## src/rtl/ptg_pkg.sv

```systemverilog
package ptg_pkg;
    localparam int CNT_W      = 16;
    localparam int NUM_PULSES = 14;
    localparam int ADDR_W     = 5;
    localparam int PERIOD_IDX = 2 * NUM_PULSES + 1;

    typedef struct packed {
        logic [CNT_W-1:0] first;
        logic [CNT_W-1:0] last;
    } window_t;
endpackage

```

## src/rtl/ptg_regfile.sv

```systemverilog
module ptg_regfile
    import ptg_pkg::*;
#(
    parameter int N  = NUM_PULSES,
    parameter int AW = ADDR_W,
    parameter int W  = CNT_W
) (
    input  logic          clk,
    input  logic          rst,
    input  logic          wr_en,
    input  logic [AW-1:0] wr_addr,
    input  logic [W-1:0]  wr_data,
    input  logic [AW-1:0] rd_addr,
    output logic [W-1:0]  rd_data,
    output window_t       win [N],
    output logic [W-1:0]  period
);
    localparam int PER_ADDR = 2 * N + 1;

    // one first/last pair per pulse, decoded from its own two addresses
    for (genvar g = 0; g < N; g++) begin : g_pair
        always_ff @(posedge clk) begin
            if (rst) begin
                win[g] <= '0;
            end else if (wr_en) begin
                if (wr_addr == AW'(2 * g + 1)) win[g].first <= wr_data;
                if (wr_addr == AW'(2 * g + 2)) win[g].last  <= wr_data;
            end
        end
    end

    always_ff @(posedge clk) begin
        if (rst)                                       period <= '0;
        else if (wr_en && wr_addr == AW'(PER_ADDR))    period <= wr_data;
    end

    always_comb begin
        rd_data = '0;
        for (int k = 0; k < N; k++) begin
            if (rd_addr == AW'(2 * k + 1)) rd_data = win[k].first;
            if (rd_addr == AW'(2 * k + 2)) rd_data = win[k].last;
        end
        if (rd_addr == AW'(PER_ADDR)) rd_data = period;
    end
endmodule

```

## src/rtl/ptg_period_counter.sv

```systemverilog
module ptg_period_counter
    import ptg_pkg::*;
#(
    parameter int W = CNT_W
) (
    input  logic         clk,
    input  logic         rst,
    input  logic         en,
    input  logic [W-1:0] period,
    output logic [W-1:0] cnt,
    output logic         start_strobe
);
    typedef enum logic [0:0] {ST_HALT, ST_COUNT} state_t;

    state_t       state, state_nxt;
    logic [W-1:0] cnt_nxt, cnt_step;

    // WRAP on reaching or passing the terminal count, otherwise STEP
    assign cnt_step = (cnt >= period) ? '0 : cnt + W'(1);

    always_comb begin
        state_nxt = state;
        cnt_nxt   = '0;
        unique case (state)
            ST_HALT: begin
                if (en) begin
                    state_nxt = ST_COUNT;      // START
                    cnt_nxt   = cnt_step;
                end
            end
            ST_COUNT: begin
                if (!en) begin
                    state_nxt = ST_HALT;       // STOP
                end else begin
                    cnt_nxt   = cnt_step;      // STEP or WRAP
                end
            end
            default: state_nxt = ST_HALT;
        endcase
    end

    // state register
    always_ff @(posedge clk) begin
        if (rst) begin
            state <= ST_HALT;
            cnt   <= '0;
        end else begin
            state <= state_nxt;
            cnt   <= cnt_nxt;
        end
    end

    // outputs
    always_ff @(posedge clk) begin
        if (rst) start_strobe <= 1'b0;
        else     start_strobe <= en && (cnt == '0);
    end
endmodule

```

## src/rtl/ptg_window.sv

```systemverilog
module ptg_window
    import ptg_pkg::*;
#(
    parameter int W = CNT_W
) (
    input  logic         clk,
    input  logic         rst,
    input  logic         en,
    input  logic [W-1:0] cnt,
    input  window_t      win,
    output logic         pulse
);
    always_ff @(posedge clk) begin
        if (rst) pulse <= 1'b0;
        else     pulse <= en && (cnt >= win.first) && (cnt <= win.last);
    end
endmodule

```

## src/rtl/pulse_timing_gen.sv

```systemverilog
module pulse_timing_gen
    import ptg_pkg::*;
#(
    parameter int N  = NUM_PULSES,
    parameter int AW = ADDR_W,
    parameter int W  = CNT_W
) (
    input  logic          clk,
    input  logic          rst,
    input  logic          en,
    input  logic          wr_en,
    input  logic [AW-1:0] wr_addr,
    input  logic [W-1:0]  wr_data,
    input  logic [AW-1:0] rd_addr,
    output logic [W-1:0]  rd_data,
    output logic [N-1:0]  pulse_out,
    output logic          period_start
);
    window_t      win [N];
    logic [W-1:0] period_val;
    logic [W-1:0] cnt;
    logic         strobe_q;
    logic [N-1:0] pulse_q;

    ptg_regfile #(.N(N), .AW(AW), .W(W)) u_regs (
        .clk     (clk),
        .rst     (rst),
        .wr_en   (wr_en),
        .wr_addr (wr_addr),
        .wr_data (wr_data),
        .rd_addr (rd_addr),
        .rd_data (rd_data),
        .win     (win),
        .period  (period_val)
    );

    ptg_period_counter #(.W(W)) u_cnt (
        .clk          (clk),
        .rst          (rst),
        .en           (en),
        .period       (period_val),
        .cnt          (cnt),
        .start_strobe (strobe_q)
    );

    for (genvar g = 0; g < N; g++) begin : g_win
        ptg_window #(.W(W)) u_win (
            .clk   (clk),
            .rst   (rst),
            .en    (en),
            .cnt   (cnt),
            .win   (win[g]),
            .pulse (pulse_q[g])
        );
    end

    assign pulse_out    = pulse_q & {N{en}};
    assign period_start = strobe_q & en;
endmodule

```

## config.mk

```make
export PLATFORM = sky130hd
export DESIGN_NAME = pulse_timing_gen
export DESIGN_NICKNAME = d
export VERILOG_FILES = /design/src/rtl/ptg_pkg.sv /design/src/rtl/ptg_regfile.sv /design/src/rtl/ptg_period_counter.sv /design/src/rtl/ptg_window.sv /design/src/rtl/pulse_timing_gen.sv
export SDC_FILE = /design/constraint.sdc
export NUM_CORES = 2
export LEC_CHECK = 0
export CORE_UTILIZATION = 46
export CTS_CLUSTER_DIAMETER = 60
export DETAILED_ROUTE_END_ITERATION = 6
export PLACE_DENSITY_LB_ADDON = 0.2
export SLEW_MARGIN = 40
export SYNTH_ARGS = -nofsm -noshare
export SYNTH_HDL_FRONTEND = slang
export SYNTH_SLANG_ARGS = --single-unit
```

## constraint.sdc

```tcl
create_clock -name clk -period 2.65 [get_ports clk]
set_clock_uncertainty 0.05 [all_clocks]
set_input_delay 0.53 -clock clk [delete_from_list [all_inputs] [get_ports clk]]
set_output_delay 0.53 -clock clk [all_outputs]
set_load 0.02 [all_outputs]
```

# Yosys cells after proc, flatten, opt, wreduce, memory -nomap -nowiden
# Index checks and enable logic that the tools add are counted.
[classes]
add_sub_neg = 1
magnitude_cmp = 29
n_eq_ne = 58
mux = 29
bitwise = 3
n_reduce_logical = 60
[ops]
columns = ["cell", "count"]
rows = [
  ["$mux 16", 29],
  ["$ge 16x16->1", 15],
  ["$le 16x16->1", 14],
  ["$eq 5x5->1 const B", 28],
  ["$eq 5x4->1 const B", 16],
  ["$reduce_and 2->1", 28],
  ["$eq 5x3->1 const B", 8],
  ["$logic_and 1x1->1", 30],
  ["$eq 5x2->1 const B", 4],
  ["$add 16x1->16 const B", 1],
  ["$logic_not 16->1", 1],
  ["$and 14x14->14", 1],
  ["$eq 5x1->1 const B", 2],
  ["$reduce_or 3->1", 1],
  ["$and 1x1->1", 1],
  ["$not 1->1", 1],
]
[totals]
regBits = 495
in_bits = 30

# Logic depth before layout (Yosys ltp)
[depth]
depth_word = 30
mapped_depth = 11

# By module
# Synthesis repeated with hierarchy kept, for this count alone.
[unflattened]
cells_unflattened = 4633
area_unflattened_um2 = 33872.5
[modules_own_cells]
columns = ["mod", "n_inst", "cells_per_inst", "area_per_inst_um2", "seq_area_each_um2"]
rows = [
  ["ptg_regfile", 1, 2911, 21020.2, 9288.9],
  ["ptg_window", 14, 112, 824.5, 20.0],
  ["ptg_period_counter", 1, 138, 1189.9, 340.3],
  ["pulse_timing_gen", 1, 16, 118.9, 0.0],
]

# Worst setup path after synthesis
# OpenSTA, ideal clock, no wires.
[synth_path]
kind = "input to output"
startpoint = "in rd_addr[0]"
endpoint = "out rd_data[14]"
t_arrival_ps = 2324
t_required_ps = 2070
path_slack_ps = -254
stages = 9
path_buffers = 4
cell_sequence = "buf_4 buf_4 buf_4 buf_2 o211ai_1 o221a_1 o211a_1 a221oi_1 a211oi_1"
[synth_via]
elab_chain_len = 30
[synth_lines]
columns = ["element", "line", "rtl"]
rows = [
  ["from (decl)", "pulse_timing_gen.sv:14", "input logic [AW-1:0] rd_addr,"],
  ["$eq 5x1->1", "ptg_regfile.sv:40", "if (rd_addr == AW'(2 * k + 1)) rd_data = win[k].first;"],
  ["$mux 16", "ptg_regfile.sv:40", ""],
  ["$mux 16", "ptg_regfile.sv:41", "if (rd_addr == AW'(2 * k + 2)) rd_data = win[k].last;"],
  ["$mux 16", "ptg_regfile.sv:40", ""],
  ["$mux 16", "ptg_regfile.sv:41", ""],
  ["$mux 16", "ptg_regfile.sv:40", ""],
  ["$mux 16", "ptg_regfile.sv:41", ""],
  ["$mux 16", "ptg_regfile.sv:40", ""],
  ["(+14 left out)", "--", ""],
  ["$mux 16", "ptg_regfile.sv:41", ""],
  ["$mux 16", "ptg_regfile.sv:40", ""],
  ["$mux 16", "ptg_regfile.sv:41", ""],
  ["$mux 16", "ptg_regfile.sv:40", ""],
  ["$mux 16", "ptg_regfile.sv:41", ""],
  ["$mux 16", "ptg_regfile.sv:40", ""],
  ["$mux 16", "ptg_regfile.sv:41", ""],
  ["$mux 16 (*)", "ptg_regfile.sv:43", "if (rd_addr == AW'(PER_ADDR)) rd_data = period;"],
  ["to (decl)", "pulse_timing_gen.sv:15", "output logic [W-1:0] rd_data,"],
]
# Mark *: on every way between the ends. The rest lies on a longest branch, timed or not.

# Worst setup path in the final report
[layout_path]
startpoint = "in rd_addr[3]"
endpoint = "out rd_data[6]"
# The elaborated chain is that of the path after synthesis.

==> impl_metrics.env <==
export IMPL_gp_congestion=1.06
export IMPL_wl_met3_um=14800
export IMPL_required_ns=2.07
export IMPL_drive_above_1_share=0.199
export IMPL_ys_seq_elements=495
export IMPL_track_usage=0.401
export IMPL_ys_top_cells_by_count="nand2_1 (1067), a21oi_1 (634), dfxtp_1 (495), ha_1 (466), inv_1 (463)"
export IMPL_gr_total_overflow=0
export IMPL_slew_headroom=0.493
export IMPL_die_area_um2=73400
export IMPL_period_needed_ns=3.34
export IMPL_core_um2=71500
export IMPL_synth_edf_count=0
export IMPL_grt_pass1_wl_um=218000
export IMPL_maxCapViolations=0
export IMPL_syn_nets=4995
export IMPL_critPathSlowestCell="or4_4"
export IMPL_synth_async_sr_flop_share=0
export IMPL_fin_cells=6001
export IMPL_ys_types=84
export IMPL_met1_length_um=61900
export IMPL_cp_max_fo=5
export IMPL_power_density_nw_per_um2=451
export IMPL_clk_path_buf_depth=3
export IMPL_violations="DRC, setup timing"
export IMPL_cp_end_kind="output pin"
export IMPL_tightestPinTransition_ns=0.760
export IMPL_pwr_share_comb=0.118
export IMPL_fin_crit_sh=1.26
export IMPL_ant_nets=0
export IMPL_synth_largest_area_cell="dfxtp_1"
export IMPL_power_frac_seq=0.385
export IMPL_hold_violations=0
export IMPL_wl_per_cell_um=25.0
export IMPL_post_dp_cell_area_um2=39600
export IMPL_antenna_found_initial=4
export IMPL_synth_most_common_cell="nand2_1"
export IMPL_setup_worst_path_class="primary input to output pin"
export IMPL_n_antenna_cell=0
export IMPL_cp_data_arrival_time_ns=2.76
export IMPL_cts_root_buf="clkbuf_16"
export IMPL_io_buffers=60
export IMPL_vias=35800
export IMPL_ir_drop_mv=0.659
export IMPL_syn_inst=4499
export IMPL_outcome="complete, but fails checks"
export IMPL_slowest_delay_ns=0.60
export IMPL_top_layer="met5"
export IMPL_drtIter0Drc=4297
export IMPL_yosys_warnings=0
export IMPL_dp_slack_ns=-1.54
export IMPL_p_leak_nw=17.2
export IMPL_fin_ws_ns=-0.689
export IMPL_path_delay_family="simple AND/OR/NAND/NOR gates"
export IMPL_cts_tree="built"
export IMPL_drc=2
export IMPL_rows=98
export IMPL_holdCritPathClass="primary input to flop"
export IMPL_initial_core_util=0.465
export IMPL_grt_setup_unrepaired="yes"
export IMPL_critPathLaunchType="primary input"
export IMPL_first_pass_iters=7
export IMPL_drt_wl_total_um=150000
export IMPL_ys_seq_area_frac=0.298
export IMPL_synthFlopType="dfxtp_1"
export IMPL_fin_nets=5496
export IMPL_hpwl_um=111000
export IMPL_grt_max_degree=111
export IMPL_grt_pass1_vias=32800
export IMPL_fin_area_um2=43600
export IMPL_clockPowerShare=0.498
export IMPL_p_sw_frac=0.268
export IMPL_setup_viol=16
export IMPL_io_pins=61
export IMPL_avgViaCountPerCell=5.96
export IMPL_synth_top_area_share=0.298
export IMPL_fp_dieH_um=271
export IMPL_crit_path_cell_trace="buf_12 > buf_12 > nand2b_4 > or3_4 > o221ai_4 > a21oi_2 > or4_4 > a21oi_4 > buf_6"
export IMPL_fillers=6562
export IMPL_synth_area_um2=33300
export IMPL_cp_common_cell="buf_12"
export IMPL_clkSlewWorstSetupHoldPaths_ns=0.06
export IMPL_h_tree_depth=3
export IMPL_place_inst=5829
export IMPL_wl_met2_um=63100
export IMPL_area_delta_synth_final_pct=31.0
export IMPL_total_power_mw=19.7
export IMPL_avgSynthCellArea_um2=7.40
export IMPL_fp_dieW_um=271
export IMPL_crit_buf_inv=3
export IMPL_switching_power_mw=5.27
export IMPL_numCtsBuffers=67
export IMPL_timing_fmax_mhz=299
export IMPL_cts_sink_count=495
export IMPL_intPower_mw=14.4
export IMPL_clk_latency_ns=0.63
export IMPL_synthTopCellsByArea="dfxtp_1 (30%), ha_1 (18%), nand2_1 (12%), a21oi_1 (9.5%), inv_1 (5.2%)"
export IMPL_drv_slew=0
## cells by family (layout without fill, tap and decap cells)
kind of cell / count (synthesis) / in the layout / share of synthesized area
xor gates and xnor gates: 13 / 13 / 0.00342
AOI/OAI and AO/OA: 1244 / 1244 / 0.226
adders and majority gates: 466 / 466 / 0.175
muxes: 39 / 39 / 0.0131
DFF: 495 / 495 / 0.298
buffers and inverters: 715 / 1266 / 0.0839
and+or+nand+nor: 1527 / 1528 / 0.200
## worst paths after layout
check                                           to  depth (start not counted)  slack [ns]                          from
setup / recovery                        rd_data[6]                          9       -0.69                    rd_addr[3]
hold / removal        u_regs.win[424]$_SDFFE_PP0P_                          2        0.17                           rst
setup reg to reg  g_win[11].u_win.pulse$_SDFF_PP0_                         11        0.06       u_cnt.cnt[0]$_SDFF_PP0_
hold reg to reg       u_regs.win[195]$_SDFFE_PP0P_                          2        0.40  u_regs.win[195]$_SDFFE_PP0P_
## worst reg2reg max path, delay by kind of cell (launching register included)
family | cells | cell delay, ns
AO/OA/AOI/OAI | 5 | 0.98
adder cells (fa/ha/maj) | 1 | 0.29
buffers and inverters | 4 | 0.65
flip-flops | 1 | 0.38
AND/OR/NAND/NOR | 1 | 0.16
## state kept, by name, indices dropped and copies added (netlist names)
register / count
g_win.u_win.pulse: 14
u_cnt.cnt: 16
u_cnt.start_strobe: 1
u_regs.period: 16
u_regs.win: 448
## layer usage
layer  track usage  vias to the layer above
li1              -                    16600
met1         0.539                    16900
met2         0.602                     1877
met3        0.0618                      461
met4         0.241                        6
met5             0                        -
## metrics by stage
step           setup TNS [ns]  hold WS [ns]  utilization
3_5_place_dp           -24.40         0.397        0.554
5_1_grt                 -9.11         0.180        0.610
6_report                -9.16         0.166        0.610
2_1_floorplan          -0.675         0.386            -
3_3_place_gp           -23.43         0.392        0.554
4_1_cts                 -9.71         0.142        0.602
## power groups by stage
stage	sequential (mW)	combinational [mW]	clock [mW]
finish	7.57	2.31	9.78
floorplan	7.71	1.01	0
CTS	7.57	2.17	9.84
detailed placement	7.73	2.00	0
global placement	7.73	2.00	0
global route	7.57	2.38	10.1
## layout make-up
class | count | area, um2 | share of cell area
Sequential cell | 495 | 9950 | 0.228
Clock inverter | 33 | 480 | 0.0110
Timing Repair Buffer | 682 | 6640 | 0.152
Multi-Input combinational cell | 3290 | 21700 | 0.498
Clock buffer | 87 | 1870 | 0.0430
Tap cell | 950 | 1190 | 0.0273
Inverter | 464 | 1750 | 0.0401
## cells in the final DEF (no fill, tap or decap), drive strengths merged, types with 23 or more instances in the layout
cell type / netlist / final
a211oi: 38 / 38
a21o: 67 / 67
a21oi: 634 / 634
a22oi: 38 / 38
and2: 28 / 28
buf: 55 / 657
clkbuf: 196 / 89
dfxtp: 495 / 495
ha: 466 / 466
inv: 464 / 467
mux2: 27 / 27
nand2: 1067 / 1067
nand2b: 43 / 43
nand3: 59 / 59
nand4: 42 / 42
nor2: 115 / 115
nor2b: 44 / 44
nor3: 29 / 29
o211ai: 23 / 23
o21a: 37 / 37
o21ai: 174 / 174
o221ai: 44 / 44
o22ai: 33 / 33
## repair_timing
item                                    CTS  global route
endpoints found under the setup margin   18            33
gates cloned                              6             3
hold buffers                              0             0
resized for setup                       234           101
setup buffers                            31            17
pin swaps                                42            59
(Power assumes the default switching activity.)
